### config.mk
export PLATFORM = sky130hd
export DESIGN_NAME = rowSumScheduler
export DESIGN_NICKNAME = d
export VERILOG_FILES = /design/src/rtl/rowSumPkg.sv /design/src/rtl/rowSumDatapath.sv /design/src/rtl/rowSumControl.sv /design/src/rtl/rowSumScheduler.sv
export SDC_FILE = /design/constraint.sdc
export NUM_CORES = 1
export LEC_CHECK = 0
export BUFFER_PORTS_ARGS = -buffer_cell sky130_fd_sc_hd__buf_2
export CAP_MARGIN = 20
export CORE_ASPECT_RATIO = 1.75
export CORE_MARGIN = 2
export CORE_UTILIZATION = 42
export CTS_BUF_LIST = sky130_fd_sc_hd__clkbuf_16
export DETAILED_ROUTE_END_ITERATION = 10
export SLEW_MARGIN = 5
export SYNTH_ARGS = -nofsm -noshare
export SYNTH_HDL_FRONTEND = slang
export SYNTH_HIERARCHICAL = 1
export SYNTH_SLANG_ARGS = --single-unit
### constraint.sdc
create_clock -name clk -period 5.6 [get_ports clk]
set_input_delay 0 -clock clk [delete_from_list [all_inputs] [get_ports clk]]
set_output_delay 0 -clock clk [all_outputs]
set_load 0.005 [all_outputs]
### src/rtl/rowSumPkg.sv
package rowSumPkg;

  typedef enum logic [2:0] {
    OP_IDLE,
    OP_BUF_OUT,
    OP_HEAD_OUT,
    OP_HEAD_PAIR,
    OP_HEAD_ZERO
  } opSelT;

  typedef struct packed {
    opSelT opSel;
    logic  insert;
    logic  emit;
  } ctrlStrobeT;

endpackage

### src/rtl/rowSumDatapath.sv
module rowSumDatapath
  import rowSumPkg::*;
#(
  parameter int VAL_W      = 16,
  parameter int ROW_W      = 8,
  parameter int PIPE_LAT   = 4,
  parameter int FIFO_DEPTH = 8,
  parameter int BUF_DEPTH  = 12,
  localparam int CNT_W     = $clog2(FIFO_DEPTH + 1),
  localparam int PTR_W     = (FIFO_DEPTH > 1) ? $clog2(FIFO_DEPTH) : 1
) (
  input  logic                              clk,
  input  logic                              rstN,
  input  logic                              inValid,
  input  logic [VAL_W-1:0]                  inValue,
  input  logic [ROW_W-1:0]                  inRow,
  output logic                              inReady,
  input  ctrlStrobeT                        strobe,
  input  logic [BUF_DEPTH-1:0]              matchHot,
  input  logic [BUF_DEPTH-1:0]              insHot,
  input  logic [BUF_DEPTH-1:0]              emitHot,
  output logic [CNT_W-1:0]                  fifoCount,
  output logic [ROW_W-1:0]                  headRow,
  output logic [ROW_W-1:0]                  nextRow,
  output logic [ROW_W-1:0]                  lastRow,
  output logic                              lastRowValid,
  output logic [PIPE_LAT-1:0]               pipeValid,
  output logic [PIPE_LAT-1:0][ROW_W-1:0]    pipeRow,
  output logic [BUF_DEPTH-1:0]              bufValid,
  output logic [BUF_DEPTH-1:0][ROW_W-1:0]   bufRow,
  output logic                              outValid,
  output logic [ROW_W-1:0]                  outRow,
  output logic [VAL_W-1:0]                  outSum
);

  logic [FIFO_DEPTH-1:0][VAL_W-1:0] memVal;
  logic [FIFO_DEPTH-1:0][ROW_W-1:0] memRow;
  logic [PTR_W-1:0] rdPtr, wrPtr, nxPtr;
  logic [PIPE_LAT-1:0][VAL_W-1:0] pipeVal;
  logic [BUF_DEPTH-1:0][VAL_W-1:0] bufVal;

  logic             push;
  logic [1:0]       popN;
  logic [VAL_W-1:0] headVal, nextVal, adderOutVal, bufSelVal, emitVal;
  logic [ROW_W-1:0] adderOutRow, emitRow;
  logic [VAL_W-1:0] opA, opB;
  logic             launchValid;
  logic [ROW_W-1:0] launchRow;

  function automatic logic [PTR_W-1:0] incPtr(input logic [PTR_W-1:0] p);
    return (p == PTR_W'(FIFO_DEPTH - 1)) ? '0 : p + 1'b1;
  endfunction

  assign nxPtr       = incPtr(rdPtr);
  assign headRow     = memRow[rdPtr];
  assign nextRow     = memRow[nxPtr];
  assign headVal     = memVal[rdPtr];
  assign nextVal     = memVal[nxPtr];
  assign inReady     = (fifoCount != CNT_W'(FIFO_DEPTH));
  assign push        = inValid && inReady;
  assign adderOutVal = pipeVal[PIPE_LAT-1];
  assign adderOutRow = pipeRow[PIPE_LAT-1];

  // one-hot selections of buffer slots
  always_comb begin
    bufSelVal = '0;
    emitVal   = '0;
    emitRow   = '0;
    for (int i = 0; i < BUF_DEPTH; i++) begin
      if (matchHot[i]) bufSelVal = bufSelVal | bufVal[i];
      if (emitHot[i]) begin
        emitVal = emitVal | bufVal[i];
        emitRow = emitRow | bufRow[i];
      end
    end
  end

  // operand routing per scheduling decision
  always_comb begin
    popN        = 2'd0;
    opA         = '0;
    opB         = '0;
    launchValid = 1'b1;
    launchRow   = headRow;
    unique case (strobe.opSel)
      OP_BUF_OUT: begin
        opA = adderOutVal; opB = bufSelVal; launchRow = adderOutRow;
      end
      OP_HEAD_OUT: begin
        opA = adderOutVal; opB = headVal; launchRow = adderOutRow; popN = 2'd1;
      end
      OP_HEAD_PAIR: begin
        opA = headVal; opB = nextVal; popN = 2'd2;
      end
      OP_HEAD_ZERO: begin
        opA = headVal; popN = 2'd1;
      end
      default: launchValid = 1'b0;
    endcase
  end

  // input FIFO
  always_ff @(posedge clk) begin
    if (push) begin
      memVal[wrPtr] <= inValue;
      memRow[wrPtr] <= inRow;
    end
  end

  always_ff @(posedge clk) begin
    if (!rstN) begin
      rdPtr        <= '0;
      wrPtr        <= '0;
      fifoCount    <= '0;
      lastRowValid <= 1'b0;
      lastRow      <= '0;
    end else begin
      if (push) begin
        wrPtr        <= incPtr(wrPtr);
        lastRow      <= inRow;
        lastRowValid <= 1'b1;
      end
      if (popN == 2'd1) rdPtr <= nxPtr;
      else if (popN == 2'd2) rdPtr <= incPtr(nxPtr);
      fifoCount <= fifoCount + CNT_W'(push) - CNT_W'(popN);
    end
  end

  // adder pipeline carrying valid and row tag
  always_ff @(posedge clk) begin
    if (!rstN) begin
      pipeValid <= '0;
    end else begin
      pipeValid[0] <= launchValid;
      for (int s = 1; s < PIPE_LAT; s++) pipeValid[s] <= pipeValid[s-1];
    end
  end

  always_ff @(posedge clk) begin
    pipeVal[0] <= opA + opB;
    pipeRow[0] <= launchRow;
    for (int s = 1; s < PIPE_LAT; s++) begin
      pipeVal[s] <= pipeVal[s-1];
      pipeRow[s] <= pipeRow[s-1];
    end
  end

  // partial-sum buffer
  always_ff @(posedge clk) begin
    for (int i = 0; i < BUF_DEPTH; i++) begin
      if (!rstN) begin
        bufValid[i] <= 1'b0;
      end else if (matchHot[i] || emitHot[i]) begin
        bufValid[i] <= 1'b0;
      end else if (strobe.insert && insHot[i]) begin
        bufValid[i] <= 1'b1;
        bufRow[i]   <= adderOutRow;
        bufVal[i]   <= adderOutVal;
      end
    end
  end

  // registered completed-row output
  always_ff @(posedge clk) begin
    if (!rstN) begin
      outValid <= 1'b0;
    end else begin
      outValid <= strobe.emit;
    end
    outRow <= emitRow;
    outSum <= emitVal;
  end

  // occupancy follows accepted pushes and scheduled pops
  a_r1_fifo_count: assert property (@(posedge clk) disable iff (!rstN)
    1'b1 |=> fifoCount == $past(fifoCount) + CNT_W'($past(push)) - CNT_W'($past(popN)));

  a_r1_fifo_bound: assert property (@(posedge clk) disable iff (!rstN)
    fifoCount <= CNT_W'(FIFO_DEPTH));

  // no pop beyond what the FIFO holds
  a_r5_pop_holds: assert property (@(posedge clk) disable iff (!rstN)
    CNT_W'(popN) <= fifoCount);

  // every launch enters stage zero, every stage advances one per cycle
  a_r2_launch: assert property (@(posedge clk) disable iff (!rstN)
    (strobe.opSel != OP_IDLE) |=> pipeValid[0]);

  for (genvar s = 1; s < PIPE_LAT; s++) begin : g_stepChk
    a_r2_stage_step: assert property (@(posedge clk) disable iff (!rstN)
      pipeValid[s-1] |=> pipeValid[s] && pipeRow[s] == $past(pipeRow[s-1]));
  end

endmodule

### src/rtl/rowSumControl.sv
module rowSumControl
  import rowSumPkg::*;
#(
  parameter int ROW_W      = 8,
  parameter int PIPE_LAT   = 4,
  parameter int FIFO_DEPTH = 8,
  parameter int BUF_DEPTH  = 12,
  localparam int CNT_W     = $clog2(FIFO_DEPTH + 1)
) (
  input  logic                            clk,
  input  logic                            rstN,
  input  logic [CNT_W-1:0]                fifoCount,
  input  logic [ROW_W-1:0]                headRow,
  input  logic [ROW_W-1:0]                nextRow,
  input  logic [ROW_W-1:0]                lastRow,
  input  logic                            lastRowValid,
  input  logic [PIPE_LAT-1:0]             pipeValid,
  input  logic [PIPE_LAT-1:0][ROW_W-1:0]  pipeRow,
  input  logic [BUF_DEPTH-1:0]            bufValid,
  input  logic [BUF_DEPTH-1:0][ROW_W-1:0] bufRow,
  output ctrlStrobeT                      strobe,
  output logic [BUF_DEPTH-1:0]            matchHot,
  output logic [BUF_DEPTH-1:0]            insHot,
  output logic [BUF_DEPTH-1:0]            emitHot
);

  logic             outV;
  logic [ROW_W-1:0] outR;
  logic             hasOne, hasTwo;
  logic             hitBuf, hitHead, hitPair;
  logic [BUF_DEPTH-1:0] freeVec, doneVec, inFlight;

  assign outV    = pipeValid[PIPE_LAT-1];
  assign outR    = pipeRow[PIPE_LAT-1];
  assign hasOne  = (fifoCount != '0);
  assign hasTwo  = (fifoCount >= CNT_W'(2));

  for (genvar i = 0; i < BUF_DEPTH; i++) begin : g_slot
    assign matchHot[i] = outV && bufValid[i] && (bufRow[i] == outR);

    always_comb begin
      inFlight[i] = 1'b0;
      for (int s = 0; s < PIPE_LAT; s++)
        if (pipeValid[s] && pipeRow[s] == bufRow[i]) inFlight[i] = 1'b1;
    end

    assign doneVec[i] = bufValid[i] && lastRowValid && (bufRow[i] != lastRow)
                        && !inFlight[i] && !(hasOne && headRow == bufRow[i]);
  end

  assign hitBuf  = |matchHot;
  assign hitHead = outV && hasOne && (headRow == outR);
  assign hitPair = hasTwo && (headRow == nextRow);

  // fixed priority operand choice
  always_comb begin
    if (hitBuf)       strobe.opSel = OP_BUF_OUT;
    else if (hitHead) strobe.opSel = OP_HEAD_OUT;
    else if (hitPair) strobe.opSel = OP_HEAD_PAIR;
    else if (hasTwo)  strobe.opSel = OP_HEAD_ZERO;
    else              strobe.opSel = OP_IDLE;
  end

  assign strobe.insert = outV && !hitBuf && !hitHead;
  assign freeVec       = ~bufValid;
  assign insHot        = strobe.insert ? (freeVec & (~freeVec + 1'b1)) : '0;
  assign emitHot       = doneVec & (~doneVec + 1'b1);
  assign strobe.emit   = |doneVec;

  // a partial parked in the buffer always finds a free slot
  a_r6_no_overflow: assert property (@(posedge clk) disable iff (!rstN)
    strobe.insert |-> (|freeVec));

  // at most one parked partial per row
  a_r6_single_partial: assert property (@(posedge clk) disable iff (!rstN)
    $onehot0(matchHot));

  // a closing slot is never the one being merged
  a_r7_emit_not_merged: assert property (@(posedge clk) disable iff (!rstN)
    strobe.emit |-> ((emitHot & matchHot) == '0));

endmodule

### src/rtl/rowSumScheduler.sv
module rowSumScheduler
  import rowSumPkg::*;
#(
  parameter int VAL_W      = 16,
  parameter int ROW_W      = 8,
  parameter int PIPE_LAT   = 4,
  parameter int FIFO_DEPTH = 8,
  parameter int BUF_DEPTH  = 2 * PIPE_LAT + 4,
  localparam int CNT_W     = $clog2(FIFO_DEPTH + 1)
) (
  input  logic             clk,
  input  logic             rstN,
  input  logic             inValid,
  input  logic [VAL_W-1:0] inValue,
  input  logic [ROW_W-1:0] inRow,
  output logic             inReady,
  output logic             outValid,
  output logic [ROW_W-1:0] outRow,
  output logic [VAL_W-1:0] outSum
);

  ctrlStrobeT                      strobe;
  logic [BUF_DEPTH-1:0]            matchHot, insHot, emitHot;
  logic [CNT_W-1:0]                fifoCount;
  logic [ROW_W-1:0]                headRow, nextRow, lastRow;
  logic                            lastRowValid;
  logic [PIPE_LAT-1:0]             pipeValid;
  logic [PIPE_LAT-1:0][ROW_W-1:0]  pipeRow;
  logic [BUF_DEPTH-1:0]            bufValid;
  logic [BUF_DEPTH-1:0][ROW_W-1:0] bufRow;

  rowSumDatapath #(
    .VAL_W(VAL_W), .ROW_W(ROW_W), .PIPE_LAT(PIPE_LAT),
    .FIFO_DEPTH(FIFO_DEPTH), .BUF_DEPTH(BUF_DEPTH)
  ) datapath_i (
    .clk(clk), .rstN(rstN),
    .inValid(inValid), .inValue(inValue), .inRow(inRow), .inReady(inReady),
    .strobe(strobe), .matchHot(matchHot), .insHot(insHot), .emitHot(emitHot),
    .fifoCount(fifoCount), .headRow(headRow), .nextRow(nextRow),
    .lastRow(lastRow), .lastRowValid(lastRowValid),
    .pipeValid(pipeValid), .pipeRow(pipeRow),
    .bufValid(bufValid), .bufRow(bufRow),
    .outValid(outValid), .outRow(outRow), .outSum(outSum)
  );

  rowSumControl #(
    .ROW_W(ROW_W), .PIPE_LAT(PIPE_LAT),
    .FIFO_DEPTH(FIFO_DEPTH), .BUF_DEPTH(BUF_DEPTH)
  ) control_i (
    .clk(clk), .rstN(rstN),
    .fifoCount(fifoCount), .headRow(headRow), .nextRow(nextRow),
    .lastRow(lastRow), .lastRowValid(lastRowValid),
    .pipeValid(pipeValid), .pipeRow(pipeRow),
    .bufValid(bufValid), .bufRow(bufRow),
    .strobe(strobe), .matchHot(matchHot), .insHot(insHot), .emitHot(emitHot)
  );

endmodule

---- Yosys cells after proc, flatten, opt, wreduce, memory -nomap -nowiden ----
Cells that the tools add are included.
word-level totals
  bits in registers ....................... 636
  input port bits ......................... 27
  output and inout bits ................... 26
  word-level logic and storage cells ...... 563
operators by class
  $add $sub $neg .......................... 8
  order comparisons ....................... 5
  equal/unequal tests ..................... 96
  multiplexer cells ....................... 113
  bitwise operators ....................... 51
  reductions and logical operators ........ 221
operator list
  kind                                                              count
  8-bit == test                                                     74
  16-bit two-way mux                                                27
  16-bit bitwise OR                                                 22
  1-bit logical AND                                                 151
  128-bit bitwise mux                                               1
  8-bit two-way mux                                                 16
  16-bit binary-select mux with 3-bit select                        2
  8-bit inequality test                                             12
  8-bit bitwise OR                                                  11
  64-bit bitwise mux                                                1
  1-bit two-way mux                                                 49
  8-bit binary-select mux with 3-bit select                         2
  16-bit demux with 3-bit select                                    1
  16-bit case mux with 3 select lines                               1
  12-bit inverter                                                   3
  3-bit AND reduction                                               12
  16-bit case mux with 2 select lines                               1
  2-bit OR reduction                                                15
  3-bit two-way mux                                                 9
  1-bit logical NOT                                                 26
  12-bit by 1-bit adder with 12-bit output (second input constant)  2
  12-bit bitwise AND                                                2
  8-bit demux with 3-bit select                                     1
  12-bit OR reduction                                               2
  20 further kinds                                                  51

---- Logic depth before layout (Yosys ltp) ----
  depth after elaboration ................. 35
  mapped depth ............................ 30
  depth with buffers taken out ............ 26

---- Cells and area by module ----
Netlist, hierarchy kept.
by module, submodules not included
  module          times used  cells each  area each (um^2)  sequential area each (um^2)
  rowSumDatapath  1           1,587       25,205.4          17,536.8
  rowSumControl   1           1,094       8,099.0           0.0

---- Worst setup path before layout ----
No wires, ideal clock.
  path kind ............................... reg-to-reg
  start ................................... reg datapath_i.rdPtr[1]
  end ..................................... reg datapath_i/pipeVal[14] (netlist name)
  data arrival time ....................... 5,783 ps
  required time ........................... 5,494 ps
  path slack .............................. -289 ps
  cell stages (with the launch flop) ...... 27
  period minus slack after synthesis ...... 5,889 ps
  cell sequence ........................... dfxtp_1 > buf_1 > buf_1 > mux4_2 > mux2_2 > buf_2 > buf_2 > xnor2_1 > nand4_1 > or3_1 > a21boi_0 > nand2b_1 > or2_2 > clkbuf_1 > nand2_1 > buf_2 > nand2_1 > o21ai_0 > ha_1 > inv_1 > fa_1 > nor2b_1 > o21a_1 > o21a_1 > a41o_1 > o221ai_1 > o311ai_0
RTL lines
  element                         RTL line               text
  start: declaration              rowSumDatapath.sv:38   logic [PTR_W-1:0] rdPtr, wrPtr, nxPtr;
  start signal: assignment        rowSumDatapath.sv:123  if (popN == 2'd1) rdPtr <= nxPtr;
  start signal: assignment        rowSumDatapath.sv:124  else if (popN == 2'd2) rdPtr <= incPtr(nxPtr);
  end signal: indexed assignment  rowSumDatapath.sv:143  pipeVal[s] <= pipeVal[s-1];
  end: declaration                rowSumDatapath.sv:39   logic [PIPE_LAT-1:0][VAL_W-1:0] pipeVal;

---- Worst setup path in the final report ----
  start ................................... reg datapath_i.rdPtr[1]
  end ..................................... reg datapath_i.outSum[15]
between the ends
  elaborated cells between the ends (all ways) .. 76
  those cells by class .................... 1 x add/sub; 12 x eq/ne; 14 x mux; 13 x bitwise; 36 x reduce/logical
RTL lines
  element                                      RTL line               text
  8-bit binary-select mux with 3-bit select *  rowSumDatapath.sv:55   assign headRow = memRow[rdPtr];
  8-bit two-way mux (not written as such) *    rowSumDatapath.sv:55
  net headRow[1]                               rowSumScheduler.sv:25  logic [ROW_W-1:0] headRow, nextRow, lastRow;
  8-bit == test                                rowSumControl.sv:48    && !inFlight[i] && !(hasOne && headRow == bufRow[i]);
  1-bit logical AND                            rowSumControl.sv:48
  1-bit logical NOT                            rowSumControl.sv:48
  1-bit logical AND                            rowSumControl.sv:48
  12-bit inverter                              rowSumControl.sv:67    assign emitHot = doneVec & (~doneVec + 1'b1);
  12-bit by 1-bit adder with 12-bit output     rowSumControl.sv:67
  12-bit bitwise AND *                         rowSumControl.sv:67
  net emitHot[10]                              rowSumScheduler.sv:23  logic [BUF_DEPTH-1:0] matchHot, insHot, emitHot;
  16-bit two-way mux *                         rowSumDatapath.sv:71   if (emitHot[i]) begin
  16-bit bitwise OR                            rowSumDatapath.sv:72   emitVal = emitVal | bufVal[i];
  16-bit two-way mux *                         rowSumDatapath.sv:71
  net datapath_i.emitVal[15]                   rowSumDatapath.sv:44   logic [VAL_W-1:0] headVal, nextVal, adderOutVal, bufSelVal, emitVal;
  end signal: assignment                       rowSumDatapath.sv:171  outSum <= emitVal;
  end: declaration                             rowSumDatapath.sv:33   output logic [VAL_W-1:0] outSum
The timed path passes the listed nets; every way through them passes the cells marked *. The select of a mux whose other input is x is not followed.
A chain may end at the register's enable or synchronous reset.

==> impl_metrics.csv <==
group,metric,value,unit
outcome,status,"finished, final reports clean",
place,hpwl,86200,um
clock_tree,numCtsBuffers,57,
logic_synthesis,synth_top_family_by_area,"XOR/XNOR gates",
sta,rsz0062_at_grt,"true",
detailed_routing,firstDrtPassIters,6,
logic_synthesis,async_flop_share,0,
pwr,p_per_area,466,mW/mm2
logic_synthesis,netlist-cell-type-count,72,
sta,fin_crit_sh,0.979,
critical_path,startpoint,"datapath_i/rdPtr[1]$_SDFFE_PN0P_",
clock_tree,cts_num_sinks,636,
pwr,power.total,17.6,mW
detailed_routing,dr.first_iter.drc_count,2399,
floorplan,std_cell_rows,136,
sta,layout_min_cycle_time,5.48,ns
sta,setup_violations,0,
finish,multiInputGateArea,0.0145,mm2
detailed_routing,routed_wl,127000,um
floorplan,coreArea,0.0786,mm2
global_routing,top_usage_layer,"met2",
sta,tightest_slew,1.20,ns
logic_synthesis,synth_ff_type,"edfxtp_1",
clock_tree,root_buffer,"clkbuf_16",
finish,fin_nets,2819,
logic_synthesis,syn_area,0.0333,mm2
sta,hold_viol_final,0,
logic_synthesis,synth_edf_count,480,
logic_synthesis,yosysWarnings,6,
sta,finClkSkew,0.0241,ns
floorplan,die_w,217,um
logic_synthesis,synth_fa_ha_area_frac,0.0117,
global_routing,grt_util_met3,0.0513,
clock_tree,clock_latency,0.66,ns
critical_path,cp_max_fo,49,
global_routing,track_usage,0.310,
job,max_cap_violations,0,
pwr,peakVddDrop,0.000338,V
clock_tree,clock_path_buffers,3,
logic_synthesis,ys_seq_area_frac,0.527,
place,port_buffers,52,
logic_synthesis,yosysTopAreaCellShare,0.433,
global_routing,grt_pass1_wl,181000,um
logic_synthesis,synth_area_leader_cell,"edfxtp_1",
detailed_routing,vias,24350,
critical_path,rr_worst_depth,15,
critical_path,arrival,5.99,ns
detailed_routing,ant_nets,0,
critical_path,crit_path_end_kind,"flip-flop",
global_routing,grt_max_degree,50,
sta,slew_violations,0,
logic_synthesis,synth_nets,2738,
global_routing,grt_pass1_vias,25117,
floorplan,ios,53,
finish,layout_commonest_cell,"edfxtp_1",
detailed_routing,wl_per_cell,33.0,um
finish,fill_cells,6935,
finish,final_cell_mix,"480 x edfxtp_1, 333 x xor2_1, 271 x xnor2_1",
logic_synthesis,synth_cells,2681,
floorplan,die_area,0.0817,mm2
floorplan,start_util,0.424,
critical_path,critPathKind,"flip-flop to flip-flop",
global_routing,grt-ovfl-total,0,
finish,seq_area,0.0175,mm2
clock_tree,cts_tree,"done",
logic_synthesis,synth-compound-area-share,0.0935,
logic_synthesis,synth_mux_area_frac,0.0790,
sta,fmax,182,MHz
critical_path,r2r_end,"datapath_i/outSum[15]$_DFF_P_",
critical_path,critical_path_required,6.11,ns
logic_synthesis,synth_xor_area_frac,0.160,
logic_synthesis,yosys_register_bits,636,
place,place_congestion,1.04,
floorplan,fp.dieH,377,um
global_routing,grt_use_met2,0.539,
logic_synthesis,avgSynthCellArea,12.4,um2
sta,maxSlewHeadroom,0.197,
pwr,p_leak,13.2,nW
finish,syn_to_final_growth,13.6,%
critical_path,r2r_setup_slack,0.12,ns
clock_tree,path_clk_slew,0.07,ns
worst_hold_path,hold_class,"primary input to flip-flop",
critical_path,endpoint,"datapath_i/outSum[15]$_DFF_P_",
logic_synthesis,synth_simple_gate_area_frac,0.0844,
place,dpl_cell_area,0.0354,mm2
detailed_routing,drc,0,
global_routing,use_met1,0.323,
global_routing,antenna_found_initial,1,
critical_path,startpoint_type,"flip-flop",
finish,final_area,0.0378,mm2
finish,drive_gt1_frac,0.186,
logic_synthesis,synth.area.top_cells,"edfxtp_1 43%, dfxtp_1 9.4%, xor2_1 8.8%",
critical_path,r2r_start,"datapath_i/rdPtr[1]$_SDFFE_PN0P_",
detailed_routing,viasPerCell,6.33,
clock_tree,htree_levels,2,
==> power breakdown <==
group          leakage [nW]  switching, mW  internal, mW  total [mW]
combinational          6.52           3.96          2.81        6.77
clock                 0.998           1.90          2.36        4.26
sequential             5.65          0.850          5.75        6.60
==> kinds of logic (layout without fill, tap and decap cells) <==
kind of cell               Yosys count  in the layout
DFF                                636            636
AOI/OAI and AO/OA                  399            399
and+or+nand+nor                    531            531
xor gates and xnor gates           606            606
adders and majority gates           30             30
buffers and inverters              307            436
other                                0              1
muxes                              172            172
==> worst max-delay path, cell delays in order, from the launching register on <==
cell,delay [ns]
dfxtp_2,0.33
buf_4,0.60
mux4_2,0.40
mux2_2,0.38
buf_4,0.28
xor2_1,0.21
nor4_1,0.27
nand3_1,0.12
nand4_1,0.11
nand4b_1,0.40
nand4_2,0.35
nor3_2,0.75
buf_4,0.47
a22o_1,0.19
a221oi_1,0.05
nand3_1,0.38
==> per-stage QoR <==
stage / setup TNS [ns] / cells / hold slack, ns / setup slack, ns / util
final: 0 / 3846 / 0.154 / 0.119 / 0.481
after global routing: -0.166 / 3845 / 0.173 / -0.101 / 0.481
after CTS: 0 / 3838 / 0.122 / 0.000656 / 0.480
after detailed placement: 0 / 3703 / 0.276 / 0.0306 / 0.450
after global placement: 0 / 3703 / 0.258 / 0.0974 / 0.450
after floorplan: 0 / 2681 / 0.0989 / 0.0315 / -
==> timing repair <==
item / CTS / global route
resized for setup: 2 / 23
hold buffers: 26 / 0
pin swaps: 1 / 10
setup buffers: 2 / 7
endpoints found under the setup margin: 2 / 36
hold endpoints to repair: 208 / 0
==> state kept, by name, indices dropped and copies added (netlist names) <==
signal,flops
datapath_i/bufVal,192
datapath_i/memVal,128
datapath_i/bufRow,96
datapath_i/memRow,64
datapath_i/pipeVal,48
datapath_i/pipeRow,24
datapath_i/adderOutVal,16
datapath_i/outSum,16
datapath_i/bufValid,12
datapath_i/adderOutRow,8
datapath_i/lastRow,8
datapath_i/outRow,8
datapath_i/fifoCount,4
datapath_i/pipeValid,4
datapath_i/rdPtr,3
datapath_i/wrPtr,3
datapath_i/lastRowValid,1
datapath_i/outValid,1
==> metal layers <==
layer  routed length (um)  up-vias
met1                41700    12196
met3                 8840      569
met5                    0        -
met2                62800     1381
met4                13600        0
li1                     -    10204
==> worst min path at each step <==
stage                start                          endpoint  slack (ns)  cells after the start
2_1_floorplan     inRow[0]    datapath_i/memRow[0]$_DFFE_PP_         0.1                      0
3_3_place_gp   inValue[10]  datapath_i/memVal[106]$_DFFE_PP_        0.26                      1
3_5_place_dp    inValue[6]   datapath_i/memVal[70]$_DFFE_PP_        0.28                      1
4_1_cts         inValue[1]   datapath_i/memVal[97]$_DFFE_PP_        0.12                      2
5_1_grt         inValue[1]   datapath_i/memVal[97]$_DFFE_PP_        0.17                      2
6_report        inValue[1]   datapath_i/memVal[97]$_DFFE_PP_        0.15                      2
==> cell type report <==
type | instances | share of cell area
Timing Repair Buffer | 293 | 0.0610
Clock buffer | 60 | 0.0397
Sequential cell | 636 | 0.463
Clock inverter | 47 | 0.0140
Tap cell | 1035 | 0.0342
Inverter | 36 | 0.00370
Antenna cell | 1 | 0.0000661
Multi-Input combinational cell | 1738 | 0.384
==> cell usage after synthesis (35+ instances only) <==
cell type	instances
mux4_2	71
nand3_1	75
xor2_1	333
clkbuf_1	134
a21oi_1	48
nor4_1	91
a22o_1	120
edfxtp_1	480
xnor2_1	271
mux2i_1	85
dfxtp_1	156
nand4_1	71
o21ai_0	35
buf_2	60
nand2_1	106
nor3_1	54
nor2_1	69
a221oi_1	121
Note: power is estimated with default switching activity, not from simulation.
